===== config.mk =====
export PLATFORM = sky130hd
export DESIGN_NAME = cdiv_cascade
export DESIGN_NICKNAME = d
export VERILOG_FILES = /design/src/rtl/cdiv_pkg.sv /design/src/rtl/cdiv_stage.sv /design/src/rtl/cdiv_outsel.sv /design/src/rtl/cdiv_cascade.sv
export SDC_FILE = /design/constraint.sdc
export NUM_CORES = 1
export LEC_CHECK = 0
export BUFFER_PORTS_ARGS = -buffer_cell sky130_fd_sc_hd__buf_2
export CORE_ASPECT_RATIO = 0.9
export CORE_MARGIN = 2
export CORE_UTILIZATION = 23
export DETAILED_ROUTE_END_ITERATION = 16
export GPL_TIMING_DRIVEN = 0
export PLACE_DENSITY = 0.53
export SLEW_MARGIN = 20
export SYNTH_ARGS = -nofsm -noshare
export SYNTH_HDL_FRONTEND = slang
export SYNTH_HIERARCHICAL = 1
export SYNTH_SLANG_ARGS = --single-unit

===== constraint.sdc =====
create_clock -name clk -period 2 [get_ports clk]
set_input_delay 0.1 -clock clk [delete_from_list [all_inputs] [get_ports clk]]
set_output_delay 0.1 -clock clk [all_outputs]
set_load 0.1 [all_outputs]

===== src/rtl/cdiv_pkg.sv =====
`timescale 1ns/1ps
package cdiv_pkg;
  typedef enum logic {LVL_LOW = 1'b0, LVL_HIGH = 1'b1} lvl_e;
  localparam int NSTG = 2;
endpackage


===== src/rtl/cdiv_stage.sv =====
`timescale 1ns/1ps
module cdiv_stage #(
  parameter int CW = 4
) (
  input  logic          clk,
  input  logic          hold,
  input  logic          tick_in,
  input  logic [CW-1:0] cfg_high,
  input  logic [CW-1:0] cfg_low,
  input  logic [CW-1:0] cfg_phase,
  input  logic          cfg_start,
  output logic          lvl,
  output logic          rise
);
  import cdiv_pkg::*;
  localparam int SW = CW + 1;

  logic [SW-1:0] cnt_q;
  lvl_e          lvl_q;
  logic          at_end;

  assign at_end = (cnt_q == '0);
  assign rise   = tick_in & at_end & (lvl_q == LVL_LOW) & ~hold;
  assign lvl    = (lvl_q == LVL_HIGH);

  // Counter reloads from the live fields only at a run boundary.
  always_ff @(posedge clk) begin
    if (hold) begin
      lvl_q <= cfg_start ? LVL_HIGH : LVL_LOW;
      cnt_q <= SW'(cfg_phase) + SW'(cfg_start ? cfg_high : cfg_low);
    end else if (tick_in) begin
      if (at_end) begin
        lvl_q <= (lvl_q == LVL_HIGH) ? LVL_LOW : LVL_HIGH;
        cnt_q <= SW'((lvl_q == LVL_HIGH) ? cfg_low : cfg_high);
      end else begin
        cnt_q <= cnt_q - SW'(1);
      end
    end
  end
endmodule


===== src/rtl/cdiv_outsel.sv =====
`timescale 1ns/1ps
module cdiv_outsel (
  input  logic clk,
  input  logic rst,
  input  logic lvl_in,
  input  logic tick_in,
  input  logic all_byp,
  input  logic forced,
  output logic div_lvl,
  output logic div_tick
);
  logic lvl_nxt;
  logic tick_nxt;

  assign lvl_nxt  = forced | lvl_in;
  assign tick_nxt = ~forced & (all_byp ? tick_in : (lvl_nxt & ~div_lvl));

  always_ff @(posedge clk) begin
    if (rst) begin
      div_lvl  <= 1'b0;
      div_tick <= 1'b0;
    end else begin
      div_lvl  <= lvl_nxt;
      div_tick <= tick_nxt;
    end
  end
endmodule


===== src/rtl/cdiv_cascade.sv =====
`timescale 1ns/1ps
module cdiv_cascade #(
  parameter int CW = 4
) (
  input  logic          clk,
  input  logic          rst,
  input  logic          sync_req,
  input  logic [CW-1:0] a_high,
  input  logic [CW-1:0] a_low,
  input  logic [CW-1:0] a_phase,
  input  logic          a_start,
  input  logic          a_bypass,
  input  logic [CW-1:0] b_high,
  input  logic [CW-1:0] b_low,
  input  logic [CW-1:0] b_phase,
  input  logic          b_start,
  input  logic          b_bypass,
  input  logic          ign_sync,
  input  logic          force_hi,
  output logic          div_lvl,
  output logic          div_tick
);
  import cdiv_pkg::*;

  logic [CW-1:0] c_high  [NSTG];
  logic [CW-1:0] c_low   [NSTG];
  logic [CW-1:0] c_phase [NSTG];
  logic [NSTG-1:0] c_start, c_byp, stg_lvl, stg_rise;
  logic [NSTG:0]   chain_lvl, chain_tick;
  logic hold;

  assign c_high[0]  = a_high;  assign c_high[1]  = b_high;
  assign c_low[0]   = a_low;   assign c_low[1]   = b_low;
  assign c_phase[0] = a_phase; assign c_phase[1] = b_phase;
  assign c_start    = {b_start, a_start};
  assign c_byp      = {b_bypass, a_bypass};

  assign hold          = rst | (sync_req & ~ign_sync);
  assign chain_lvl[0]  = 1'b1;
  assign chain_tick[0] = 1'b1;

  for (genvar g = 0; g < NSTG; g++) begin : g_stg
    logic tick_g;
    assign tick_g = chain_tick[g] & ~c_byp[g];
    cdiv_stage #(.CW(CW)) u_stage (
      .clk       (clk),
      .hold      (hold),
      .tick_in   (tick_g),
      .cfg_high  (c_high[g]),
      .cfg_low   (c_low[g]),
      .cfg_phase (c_phase[g]),
      .cfg_start (c_start[g]),
      .lvl       (stg_lvl[g]),
      .rise      (stg_rise[g])
    );
    assign chain_lvl[g+1]  = c_byp[g] ? chain_lvl[g]  : stg_lvl[g];
    assign chain_tick[g+1] = c_byp[g] ? chain_tick[g] : stg_rise[g];
  end

  cdiv_outsel u_out (
    .clk      (clk),
    .rst      (rst),
    .lvl_in   (chain_lvl[NSTG]),
    .tick_in  (chain_tick[NSTG]),
    .all_byp  (&c_byp),
    .forced   (ign_sync & force_hi),
    .div_lvl  (div_lvl),
    .div_tick (div_tick)
  );
endmodule


# Yosys cells after proc, flatten, opt, wreduce, memory -nomap -nowiden
# Cells that the tools add are included.
dict set report classes {
  add_sub_neg 4
  multipliers 0
  div_mod_pow 0
  order_cmp 0
  n_eq_ne 1
  n_shift 0
  mux 25
  n_bitwise 21
  reduce_logical 8
}
# op count
set op_table {}
lappend op_table {{$mux 5} 6}
lappend op_table {{$mux 4} 4}
lappend op_table {{$mux 1} 15}
lappend op_table {{$and 1x1->1} 11}
lappend op_table {{$add 4x5->5} 2}
lappend op_table {{$logic_not 5->1} 2}
lappend op_table {{$sub 5x1->5 const B} 2}
lappend op_table {{$not 1->1} 8}
lappend op_table {{$reduce_and 2->1} 3}
lappend op_table {{$reduce_bool 2->1} 3}
lappend op_table {{$ne 2x1->1 const B} 1}
lappend op_table {{$or 1x1->1} 2}
dict set report word_totals {
  register_bits 14
  latch_bits 0
  ramBits 0
  mem_bits_ro 0
  out_inout_bits 2
  word_cells 65
  memories 0
}

# Depth between registers and ports, before layout
# Gate-level depths: netlist of run 1.
dict set report depth {
  word_depth 13
  depth_mapped 14
  depth_no_buf 14
}

# Hierarchy
# Netlist of run 1, hierarchy kept.
# mod n_inst cells_each area_per_inst_um2 seq_area_each_um2
set modules_own_cells {}
lappend modules_own_cells {cdiv_stage 2 58 615.6 180.2}
lappend modules_own_cells {cdiv_outsel 1 7 72.6 40.0}
lappend modules_own_cells {cdiv_cascade 1 12 57.6 0.0}

# Worst setup path after synthesis of run 1
# No wires, ideal clock.
dict set report synth_timing {
  path_kind {reg-to-reg}
  from {register g_stg[0].u_stage.cnt_q[0]}
  to {register u_out.div_tick}
  arrival_ps 1847
  t_required_ps 1921
  setup_slack_ps 74
  path_stages_with_launch 15
  cell_sequence {edfxtp_1 -> inv_1 -> ha_1 -> nand2b_4 -> nor3_4 -> nand2_1 -> nor3_1 -> nor2_1 -> nor2_1 -> nand2_1 -> nor3_1 -> nor2_1 -> a21oi_1 -> nand2_1 -> a211oi_2}
}
dict set report synth_between {
  elab_chain_cells 12
}
# element line
set synth_rtl {}
lappend synth_rtl {{start: declaration} cdiv_stage.sv:18} ;# logic [SW-1:0] cnt_q;
lappend synth_rtl {{start signal: assignment} cdiv_stage.sv:30} ;# cnt_q <= SW'(cfg_phase) + SW'(cfg_start ? cfg_high : cfg_low);
lappend synth_rtl {{start signal: assignment} cdiv_stage.sv:34} ;# cnt_q <= SW'((lvl_q == LVL_HIGH) ? cfg_low : cfg_high);
lappend synth_rtl {{start signal: assignment} cdiv_stage.sv:36} ;# cnt_q <= cnt_q - SW'(1);
lappend synth_rtl {{$logic_not 5->1} cdiv_stage.sv:22} ;# assign at_end = (cnt_q == '0);
lappend synth_rtl {{$and 1x1->1 (3 in a row)} cdiv_stage.sv:23} ;# assign rise = tick_in & at_end & (lvl_q == LVL_LOW) & ~hold;
lappend synth_rtl {{net stg_rise[0]} cdiv_cascade.sv:28} ;# logic [NSTG-1:0] c_start, c_byp, stg_lvl, stg_rise;
lappend synth_rtl {{$mux 1} cdiv_cascade.sv:57} ;# assign chain_tick[g+1] = c_byp[g] ? chain_tick[g] : stg_rise[g];
lappend synth_rtl {{$and 1x1->1} cdiv_cascade.sv:44} ;# assign tick_g = chain_tick[g] & ~c_byp[g];
lappend synth_rtl {{net g_stg[1].tick_g} cdiv_cascade.sv:43} ;# logic tick_g;
lappend synth_rtl {{$and 1x1->1 (3 in a row)} cdiv_stage.sv:23}
lappend synth_rtl {{net stg_rise[1]} cdiv_cascade.sv:28}
lappend synth_rtl {{$mux 1} cdiv_cascade.sv:57}
lappend synth_rtl {{net chain_tick[2]} cdiv_cascade.sv:29} ;# logic [NSTG:0] chain_lvl, chain_tick;
lappend synth_rtl {{$mux 1} cdiv_outsel.sv:16} ;# assign tick_nxt = ~forced & (all_byp ? tick_in : (lvl_nxt & ~div_lvl));
lappend synth_rtl {{$and 1x1->1} cdiv_outsel.sv:16}
lappend synth_rtl {{end signal: assignment} cdiv_outsel.sv:24} ;# div_tick <= tick_nxt;
lappend synth_rtl {{end: declaration} cdiv_outsel.sv:10} ;# output logic div_tick
# The timed path passes the listed nets, and every way through them passes these cells.
# A chain may end at the register's enable or synchronous reset.

# Worst setup path in the final report of run 1
# Same ends and word-level chain as after synthesis.

==> results of run 1 <==
## logic make-up (layout without fill, tap and decap cells)
group           count (synthesis)  count (layout)  share of synthesized area
compound gates                 28              28                      0.138
flops                          14              14                      0.294
fa+ha+maj                      12              12                      0.121
xor+xnor                        4               4                     0.0257
mux                            24              24                      0.188
buf+inv                        18              59                     0.0533
simple gates                   35              35                      0.180
## power by group through the flow
| stage | registers (W) | logic [W] | clock network [W] |
|---|---|---|---|
| final | 0.000432 | 0.000451 | 0.000269 |
| after global routing | 0.000440 | 0.000507 | 0.000293 |
| after CTS | 0.000432 | 0.000446 | 0.000281 |
| after detailed placement | 0.000436 | 0.000424 | 0 |
| after global placement | 0.000435 | 0.000423 | 0 |
| after floorplan | 0.000452 | 0.000302 | 0 |
## worst reg2reg max path, stage by stage, from the launching register on
cell and delay (ns):
sky130_fd_sc_hd__edfxtp_1 0.40, sky130_fd_sc_hd__inv_2 0.09, sky130_fd_sc_hd__ha_4 0.14, sky130_fd_sc_hd__nand2b_4 0.07, sky130_fd_sc_hd__nor3_4 0.15, sky130_fd_sc_hd__nand2_2 0.09, sky130_fd_sc_hd__nor3_2 0.10, sky130_fd_sc_hd__nor2_1 0.08
sky130_fd_sc_hd__nor2_1 0.10, sky130_fd_sc_hd__nand2_1 0.09, sky130_fd_sc_hd__nor3_2 0.14, sky130_fd_sc_hd__nor2_1 0.06, sky130_fd_sc_hd__a21oi_1 0.11, sky130_fd_sc_hd__nand2_1 0.07, sky130_fd_sc_hd__a211oi_2 0.16
## registers in the layout (all words and copies together), names as in the netlist
name / count
u_out/div_lvl: 1
g_stg.u_stage/cnt_q: 10
g_stg.u_stage/lvl: 2
u_out/div_tick: 1
## layer usage
metal,part of all wire,track usage,vias up
li1,-,-,564
met5,0,0,-
met1,0.52,0.117,495
met4,0.010,0.0286,0
met3,0.021,0.0129,2
met2,0.45,0.136,16
## final cells by class
cell class / instances / area, um2
fill: 621 / 3970
multi-input combinational: 103 / 913
sequential: 14 / 400
timing repair buffer: 37 / 193
tap: 70 / 87.6
clock buffer: 4 / 55.1
inverter: 14 / 52.6
buffer: 4 / 20.0
## metrics by stage
stage	setup WS (ns)	instance area [um2]
floorplan	0.0739	1360
global placement	-0.222	1620
detailed placement	-0.180	1620
CTS	-0.0173	1700
global route	-0.126	1720
finish	0.0753	1720
## timing repair
item | in CTS | in global routing
setup buffers | 1 | 2
endpoints found under the setup margin | 1 | 1
gates resized for setup | 6 | 1
pin swaps | 2 | 1
## worst max path at each step
stage                                    startpoint              to  slack [ns]
after global routing      g_stg[0].u_stage/cnt_q[0]  u_out/div_tick       -0.13
final                     g_stg[0].u_stage/cnt_q[0]  u_out/div_tick        0.08
after floorplan           g_stg[0].u_stage/cnt_q[0]  u_out/div_tick        0.07
after detailed placement  g_stg[0].u_stage/cnt_q[0]  u_out/div_tick       -0.18
after CTS                 g_stg[0].u_stage/cnt_q[0]  u_out/div_tick       -0.02
after global placement    g_stg[0].u_stage/cnt_q[0]  u_out/div_tick       -0.22
## layout by cell type (no fill, tap or decap), drive strengths merged
cell type / synthesis / layout
buf: 4 / 41
inv: 14 / 14
mux2i: 12 / 12
edfxtp: 12 / 12
mux2: 12 / 12
ha: 10 / 10
a21oi: 8 / 8
o21ai: 8 / 8
nor2: 7 / 7
nor3: 6 / 6
a21o: 5 / 5
nand2: 5 / 5
clkbuf: 0 / 4
nor2b: 4 / 4
nand2b: 4 / 4
xor2: 2 / 2
or3: 2 / 2
a22oi: 2 / 2
xnor2: 2 / 2
or2b: 2 / 2
a221oi: 2 / 2
or2: 2 / 2
o21a: 2 / 2
fa: 2 / 2
dfxtp: 2 / 2
and2: 2 / 2
or3b: 1 / 1
a211oi: 1 / 1
==> impl_metrics.json, run 1 <==
{
  "detail_route.iter0.violations": 25,
  "power.share.sequential": 0.375,
  "maxCapViolations": 0,
  "ys_seq_elements": 14,
  "post_layout_nonfiller_instances": 246,
  "max_slew_margin": 0.675,
  "hold_wc_startpoint": "rst",
  "tritoncts.num_buffers": 3,
  "syn2layout_area_growth_pct": 26.5,
  "synthesis.yosys.warnings": 6,
  "die_height_um": 77.0,
  "grt_first_pass_wirelength_mm": 4.60,
  "crit_path_top_delay_cell": "sky130_fd_sc_hd__edfxtp_1",
  "cp.buffers_inverters": 1,
  "worst_pin_slew_ns": 0.491,
  "setup.reg_to_reg.worst_slack_ns": 0.08,
  "synth-edff-count": 12,
  "finalClockSkew_ns": 0.00134,
  "end_kind": "register",
  "layout.nets": 222,
  "port_buffers": 34,
  "fmax_mhz": 520,
  "postSynthNetCount": 180,
  "finalPower_w": 0.00115,
  "clk_transition_reported_paths_ns": 0.06,
  "crit_chain": "inv_2 > ha_4 > nand2b_4 > nor3_4 > nand2_2 > nor3_2 > nor2_1 > nor2_1 > nand2_1 > nor3_2 > nor2_1 > a21oi_1 > nand2_1 > a211oi_2",
  "seq_area_frac_synth": 0.294,
  "p_int_w": 0.000793,
  "critical_path_arrival_ns": 2.09,
  "holdPathStages": 2,
  "die_width_um": 85.1,
  "root_buffer": "sky130_fd_sc_hd__clkbuf_8",
  "route.detailed.wl_per_inst_um": 10.6,
  "crit_family": "simple AND/OR/NAND/NOR gates",
  "routed-via-count": 1077,
  "synth.area.top_cells": "sky130_fd_sc_hd__edfxtp_1 (26%), sky130_fd_sc_hd__ha_1 (9.2%), sky130_fd_sc_hd__mux2i_1 (8.8%), sky130_fd_sc_hd__mux2_2 (8.3%), sky130_fd_sc_hd__inv_1 (3.9%)",
  "number_of_top_level_pins": 35,
  "post_route_wl_mm": 2.62,
  "min_delay_worst_endpoint": "u_out/div_tick",
  "mappedNetlistArea_um2": 1360,
  "maximum_number_of_pins_on_one_net_before_global_route_repair": 11,
  "remaining_antenna_violation_count": 0,
  "leading_cell_types_by_count_after_synthesis": "sky130_fd_sc_hd__inv_1 (14), sky130_fd_sc_hd__edfxtp_1 (12), sky130_fd_sc_hd__mux2i_1 (12)",
  "design.core.area_um2": 5690,
  "power.share.combinational": 0.392,
  "yosysTopAreaCell": "sky130_fd_sc_hd__edfxtp_1",
  "status": "finished, final reports clean",
  "final_max_slew_viol_count": 0,
  "globalplace.congestion": 0.742,
  "timing.final.setup_violations": 0,
  "detail_route.first_pass.iterations": 4,
  "worstPathMaxFanout": 3,
  "power.ir.vdd_worst_v": 0.000245,
  "dpl.hpwl_mm": 2.20,
  "sw_frac_of_total": 0.312,
  "critical_path.reg2reg.startpoint": "g_stg[0].u_stage/cnt_q[0]",
  "post-synth-top-count-cell": "sky130_fd_sc_hd__inv_1",
  "yosysTopAreaCellShare": 0.265,
  "largest_stage_delay_on_the_critical_path_ns": 0.40,
  "ctsHtreeMaxLevel": 1,
  "place.detailed.instances": 239,
  "power_switching_w": 0.000359,
  "final_layout_size_suffix_gt1_frac": 0.426,
  "r2r_depth": 14,
  "synthFlopType": "sky130_fd_sc_hd__edfxtp_1",
  "share_clk_of_total_power": 0.234,
  "dieArea_um2": 6550,
  "critPathLaunchType": "register",
  "finalWorstPathRequiredPeriod_ns": 1.92,
  "synthCells": 135,
  "yosysUniqueCellTypes": 33,
  "fin_hold_ws_ns": 0.0531,
  "grtUsageTotal": 0.0852,
  "fin_tns_setup_ns": 0,
  "num_rows": 26,
  "worst_skew_pair.late_latency_ns": 0.24,
  "most_common_cell_type_on_the_critical_path": "sky130_fd_sc_hd__nor2_1",
  "cts_max_path_buffers": 2,
  "crit_cells": 14,
  "initial_core_util": 0.239,
  "post_synth_arst_share": 0,
  "leakagePower_nw": 0.786,
  "clock-sinks": 14,
  "grt_pass1_vias": 1061,
  "grt_antenna_before_repair": 0,
  "finish.utilization": 0.302,
  "antennaDiodeCount": 0,
  "cp_data_required_time_ns": 2.17,
  "synth.avg_cell_area_um2": 10.1,
  "worstSetupPathType": "register to register",
  "power-per-cell-area_nw_per_um2": 669,
  "hp-class": "input pin to register",
  "unrepaired_setup_endpoints_after_global_routing": "true",
  "detail_route.vias_per_cell": 4.38,
  "tritoncts": "built",
  "finalCritPeriodShare": 0.962,
  "final-hold-violation-count": 0,
  "crit-reg2reg-capture": "u_out/div_tick",
  "globalRoute.totalOverflow": 0,
  "route.detailed.drc": 0,
  "cts_hold_repair.buffers": 0
}
No activity file was read; power rests on OpenSTA's default activity.
==> run 2: changes to the inputs <==
--- a/config.mk
+++ b/config.mk
@@ -7,11 +7,11 @@
 export LEC_CHECK = 0
 export BUFFER_PORTS_ARGS = -buffer_cell sky130_fd_sc_hd__buf_2
 export CORE_ASPECT_RATIO = 0.9
-export CORE_MARGIN = 2
+export CORE_MARGIN = 5
 export CORE_UTILIZATION = 23
 export DETAILED_ROUTE_END_ITERATION = 16
 export GPL_TIMING_DRIVEN = 0
-export PLACE_DENSITY = 0.53
+export PLACE_DENSITY = 0.51
 export SLEW_MARGIN = 20
 export SYNTH_ARGS = -nofsm -noshare
 export SYNTH_HDL_FRONTEND = slang
==> constraint.sdc (replaced) <==
create_clock -name clk -period 2.1 [get_ports clk]
set_input_delay 0.105 -clock clk [delete_from_list [all_inputs] [get_ports clk]]
set_output_delay 0.105 -clock clk [all_outputs]
set_load 0.1 [all_outputs]
==> run 2 against run 1 <==
Effect of this change:
- non-clock buffer count rose by 1
- register-to-register slack improved by 0.07 ns
- clock skew is 0.00090 ns lower
- utilization is 0.22 points lower
- design area down 0.15%
- critical path depth unchanged
- total power fell by 6.3%
- via count is 3.1% higher
- largest cell class unchanged
==> impl_metrics.json, run 2 (synthesis results as in run 1) <==
{
  "fin_ws_ns": 0.142,
  "layout.cells.most_common": "sky130_fd_sc_hd__buf_2",
  "grt_first_pass_wirelength_mm": 4.92,
  "grt_pass1_vias": 1175,
  "worst_skew_pair.late_latency_ns": 0.25,
  "maximum_number_of_pins_on_one_net_before_global_route_repair": 11,
  "remaining_antenna_violation_count": 0,
  "number_of_top_level_pins": 35,
  "leakagePower_nw": 0.786,
  "fin_tns_setup_ns": 0,
  "worst_pin_slew_ns": 0.491,
  "final_max_slew_viol_count": 0,
  "post_layout_nonfiller_instances": 247,
  "largest_stage_delay_on_the_critical_path_ns": 0.40,
  "cts_hold_repair.buffers": 0,
  "final_layout_size_suffix_gt1_frac": 0.418,
  "num_rows": 26,
  "port_buffers": 34,
  "fmax_mhz": 511,
  "cp_data_required_time_ns": 2.27,
  "syn2layout_area_growth_pct": 26.3,
  "layout.nets": 223,
  "cp.buffers_inverters": 1,
  "end_kind": "register",
  "critical_path_arrival_ns": 2.13,
  "tritoncts.num_buffers": 3,
  "maxCapViolations": 0,
  "dieArea_um2": 7560,
  "reg_with_most_ffs": "g_stg.u_stage/cnt_q",
  "finalClockSkew_ns": 0.000436,
  "hp-class": "input pin to register",
  "ctsHtreeMaxLevel": 1,
  "power-per-cell-area_nw_per_um2": 628,
  "detail_route.iter0.violations": 25,
  "crit_family": "simple AND/OR/NAND/NOR gates",
  "design.core.area_um2": 5730,
  "globalplace.congestion": 0.721,
  "place.detailed.instances": 239,
  "antennaDiodeCount": 0,
  "grt_antenna_before_repair": 0,
  "clk_transition_reported_paths_ns": 0.06,
  "final_cell_mix": "sky130_fd_sc_hd__buf_2 (38), sky130_fd_sc_hd__inv_1 (13), sky130_fd_sc_hd__mux2i_1 (12), sky130_fd_sc_hd__edfxtp_1 (12), sky130_fd_sc_hd__mux2_2 (10)",
  "die_width_um": 91.1,
  "route.detailed.wl_per_inst_um": 11.7,
  "route.detailed.drc": 0,
  "critPathLaunchType": "register",
  "detail_route.first_pass.iterations": 4,
  "tritoncts": "built",
  "finish.utilization": 0.300,
  "finalWorstPathRequiredPeriod_ns": 1.96,
  "cts_max_path_buffers": 2,
  "worstSetupPathType": "register to register",
  "finalCritPeriodShare": 0.932,
  "max_slew_margin": 0.675,
  "preCtsSetupSlack_ns": -0.146,
  "detail_route.vias_per_cell": 4.49,
  "unrepaired_setup_endpoints_after_global_routing": "true",
  "die_height_um": 83.0,
  "initial_core_util": 0.238,
  "largest_register_ffs": 10,
  "worstPathMaxFanout": 3,
  "routed-via-count": 1110,
  "power.ir.vdd_worst_v": 0.000183,
  "globalRoute.totalOverflow": 0,
  "crit_chain": "inv_2 > ha_4 > nand2b_4 > nor3_4 > nand2_2 > nor3_2 > nor2_1 > nor2_1 > nand2_1 > nor3_2 > nor2_1 > a21oi_1 > nand2_1 > a211oi_2",
  "clock-sinks": 14,
  "post_route_wl_mm": 2.88,
  "most_common_cell_type_on_the_critical_path": "sky130_fd_sc_hd__nor2_1",
  "timing.final.setup_violations": 0,
  "root_buffer": "sky130_fd_sc_hd__clkbuf_8",
  "dpl.hpwl_mm": 2.36,
  "grtUsageTotal": 0.0770,
  "crit_path_top_delay_cell": "sky130_fd_sc_hd__edfxtp_1",
  "final-hold-violation-count": 0,
  "status": "finished, final reports clean"
}
[run 2: stage by stage]
stage,hold slack (ns),area [um2],power [W]
detailed placement,0.315,1620,0.000822
finish,0.0519,1720,0.00108
global route,0.0645,1720,0.00116
global placement,0.310,1620,0.000817
CTS,0.0459,1700,0.00109
floorplan,0.170,1360,0.000718
[run 2: path summary, 6_finish.rpt]
| check | slack [ns] | start | to | depth (start not counted) |
|---|---|---|---|---|
| worst min-delay path | 0.05 | rst | u_out/div_tick | 2 |
| worst max-delay path | 0.14 | g_stg[0].u_stage/cnt_q[0] | u_out/div_tick | 14 |
| worst max register to register | 0.14 | g_stg[0].u_stage/cnt_q[0] | u_out/div_tick | 14 |
| worst min register to register | 0.54 | u_out/div_lvl | u_out/div_tick | 2 |
[run 2: final cells by class]
| type | count | area, um2 |
|---|---|---|
| Timing Repair Buffer | 38 | 200 |
| Sequential cell | 14 | 400 |
| Clock buffer | 4 | 45.0 |
| Inverter | 14 | 52.6 |
| Fill cell | 620 | 4010 |
| Tap cell | 70 | 87.6 |
| Multi-Input combinational cell | 103 | 913 |
| Buffer | 4 | 20.0 |
[run 2: layer usage]
metal | wire (um) | vias to the layer above | track usage
met2 | 1310 | 28 | 0.128
met5 | 0 | - | 0
met3 | 129 | 5 | 0.00995
li1 | - | 564 | -
met4 | 35 | 0 | 0.0320
met1 | 1410 | 513 | 0.0999
[run 2: timing repair]
| item | CTS | global route |
|---|---|---|
| gates resized for setup | 3 | 3 |
| pin swaps | 1 | 2 |
| endpoints found under the setup margin | 1 | 4 |
| buffers inserted | 3 | 1 |
| gates cloned | 0 | 0 |
[run 2: report_power, final]
part,switching (W),internal (W),total [W]
Sequential,0.0000413,0.000369,0.000411
Combinational,0.000211,0.000220,0.000432
Clock,0.000103,0.000134,0.000237
Total,0.000355,0.000724,0.00108
==> run 3: changes to the inputs <==
--- a/config.mk
+++ b/config.mk
@@ -6,12 +6,14 @@
 export NUM_CORES = 1
 export LEC_CHECK = 0
 export BUFFER_PORTS_ARGS = -buffer_cell sky130_fd_sc_hd__buf_2
+export CELL_PAD_IN_SITES_DETAIL_PLACEMENT = 0
+export CELL_PAD_IN_SITES_GLOBAL_PLACEMENT = 1
 export CORE_ASPECT_RATIO = 0.9
 export CORE_MARGIN = 5
 export CORE_UTILIZATION = 23
 export DETAILED_ROUTE_END_ITERATION = 16
 export GPL_TIMING_DRIVEN = 0
-export PLACE_DENSITY = 0.51
+export PLACE_DENSITY = 0.6
 export SLEW_MARGIN = 20
 export SYNTH_ARGS = -nofsm -noshare
 export SYNTH_HDL_FRONTEND = slang
==> run 3 against run 2 <==
Effect of this change:
- first-iteration DRC count shrank 24%
- non-clock buffer count shrank 1
- worst hold slack lost 0.0037 ns
- die area is the same
- clock skew grew 0.0021 ns
- count of clock-buffer cells in the layout shrank 1
- routed wire length grew 2.6%
- critical endpoint unchanged
- largest cell class unchanged
- clock power shrank 3%
==> impl_metrics.json, run 3 (synthesis results as in run 1) <==
{
  "globalRoute.totalOverflow": 0,
  "hp-class": "input pin to register",
  "final_max_slew_viol_count": 0,
  "design.core.area_um2": 5730,
  "unrepaired_setup_endpoints_after_global_routing": "true",
  "fin_tns_setup_ns": 0,
  "dieArea_um2": 7560,
  "holdPathStages": 2,
  "grtUsageTotal": 0.0806,
  "leakagePower_nw": 0.782,
  "finalPower_w": 0.00107,
  "detail_route.vias_per_cell": 4.35,
  "root_buffer": "sky130_fd_sc_hd__clkbuf_8",
  "globalplace.congestion": 0.726,
  "detail_route.iter0.violations": 19,
  "clock-sinks": 14,
  "die_height_um": 83.0,
  "end_kind": "register",
  "cts_max_path_buffers": 2,
  "route.detailed.drc": 0,
  "power.ir.vdd_worst_v": 0.000175,
  "crit-reg2reg-capture": "u_out/div_tick",
  "reg_with_most_ffs": "g_stg.u_stage/cnt_q",
  "critPathLaunchType": "register",
  "timing.final.setup_violations": 0,
  "cp_data_required_time_ns": 2.27,
  "largest_register_ffs": 10,
  "final-hold-violation-count": 0,
  "ctsHtreeMaxLevel": 1,
  "worstSetupPathType": "register to register",
  "syn2layout_area_growth_pct": 26.1,
  "fmax_mhz": 511,
  "min_delay_worst_endpoint": "u_out/div_tick",
  "final_layout_size_suffix_gt1_frac": 0.432,
  "hold_wc_startpoint": "rst",
  "port_buffers": 34,
  "power-per-cell-area_nw_per_um2": 625,
  "finalClockSkew_ns": 0.00257,
  "tritoncts": "built",
  "worst_pin_slew_ns": 0.486,
  "status": "finished, final reports clean",
  "worstPathMaxFanout": 3,
  "post_route_wl_mm": 2.95,
  "tritoncts.num_buffers": 3,
  "cts_hold_repair.buffers": 0,
  "finish.utilization": 0.300,
  "clk_transition_reported_paths_ns": 0.06,
  "detail_route.first_pass.iterations": 4,
  "max_slew_margin": 0.678,
  "maximum_number_of_pins_on_one_net_before_global_route_repair": 11,
  "grt_antenna_before_repair": 0,
  "worst_skew_pair.late_latency_ns": 0.24,
  "critical_path_arrival_ns": 2.13,
  "routed-via-count": 1070,
  "critical_path.reg2reg.startpoint": "g_stg[0].u_stage/cnt_q[0]",
  "die_width_um": 91.1,
  "dpl.hpwl_mm": 2.49,
  "layout.cells.most_common": "sky130_fd_sc_hd__buf_2",
  "maxCapViolations": 0,
  "antennaDiodeCount": 0,
  "setup.reg_to_reg.worst_slack_ns": 0.14,
  "number_of_top_level_pins": 35,
  "initial_core_util": 0.238,
  "layout.nets": 222,
  "final_cell_mix": "sky130_fd_sc_hd__buf_2 (38), sky130_fd_sc_hd__inv_1 (12), sky130_fd_sc_hd__mux2i_1 (12), sky130_fd_sc_hd__edfxtp_1 (12), sky130_fd_sc_hd__mux2_2 (10)",
  "finalCritPeriodShare": 0.932,
  "remaining_antenna_violation_count": 0,
  "route.detailed.wl_per_inst_um": 12.0,
  "finalWorstPathRequiredPeriod_ns": 1.96,
  "num_rows": 26,
  "grt_first_pass_wirelength_mm": 5.09,
  "grt_pass1_vias": 1117,
  "r2r_depth": 14
}
==> run 3: cell types whose count changed in the layout (fill, tap and decap cells not counted), sizes merged <==
cell,before,now
buf,42,41
clkbuf,4,3
clkinv,0,1
==> run 3: layer usage <==
metal,part of all wire,global-route usage,wire length (um),up-vias
met3,0.059,0.0235,173,4
li1,-,-,-,561
met1,0.50,0.108,1470,476
met2,0.43,0.123,1280,29
met4,0.011,0.0280,32,0
met5,0,0,0,-
==> run 3: metrics by stage <==
step,setup WS (ns),hold WS [ns],cell area (um2),instances
after floorplan,0.174,0.170,1360,135
after global placement,-0.144,0.311,1620,239
after detailed placement,-0.186,0.309,1620,239
after CTS,0.00214,0.0492,1700,245
final,0.143,0.0482,1720,246
after global routing,-0.0564,0.0586,1720,246
==> run 3: area by class of cell <==
type                    instances  area, um2
repair buffers                 37        193
fillers                       612       4010
well taps                      70       87.6
clock inverters                 1       3.75
clock buffers                   3       41.3
flip-flops and latches         14        400
plain buffers                   4       20.0
multi-input cells             103        918
inverters                      14       52.6
==> run 3: critical path, stage by stage, from the launching register on <==
cell	delay [ns]
sky130_fd_sc_hd__edfxtp_1	0.40
sky130_fd_sc_hd__inv_2	0.09
sky130_fd_sc_hd__ha_4	0.14
sky130_fd_sc_hd__nand2b_4	0.07
sky130_fd_sc_hd__nor3_4	0.16
sky130_fd_sc_hd__nand2_2	0.09
sky130_fd_sc_hd__nor3_2	0.11
sky130_fd_sc_hd__nor2_1	0.09
sky130_fd_sc_hd__nor2_2	0.15
sky130_fd_sc_hd__nand2_2	0.07
sky130_fd_sc_hd__nor3_2	0.12
sky130_fd_sc_hd__nor2_1	0.05
sky130_fd_sc_hd__a21oi_1	0.11
sky130_fd_sc_hd__nand2_1	0.07
sky130_fd_sc_hd__a211oi_2	0.16
==> run 3: worst max path at each step <==
stage                                    from        endpoint  slack [ns]  depth (start not counted)
finish              g_stg[0].u_stage/cnt_q[0]  u_out/div_tick        0.14                         14
global route        g_stg[0].u_stage/cnt_q[0]  u_out/div_tick       -0.06                         14
CTS                 g_stg[0].u_stage/cnt_q[1]  u_out/div_tick       0.002                         14
detailed placement  g_stg[0].u_stage/cnt_q[0]  u_out/div_tick       -0.19                         14
global placement    g_stg[0].u_stage/cnt_q[0]  u_out/div_tick       -0.14                         14
floorplan           g_stg[0].u_stage/cnt_q[0]  u_out/div_tick        0.17                         14
==> run 3: timing repair <==
| action | 4_1_cts | 5_1_grt |
|---|---|---|
| setup endpoints to repair | 1 | 1 |
| cloned | 0 | 0 |
| pin swaps | 3 | 1 |
| resized for setup | 6 | 3 |
| buffers inserted | 2 | 1 |
==> run 3: report_power, final <==
part / switching [W] / leakage [nW] / internal [W]
Clock: 0.000100 / 0.0231 / 0.000129
Combinational: 0.000213 / 0.618 / 0.000220
Sequential: 0.0000404 / 0.140 / 0.000370
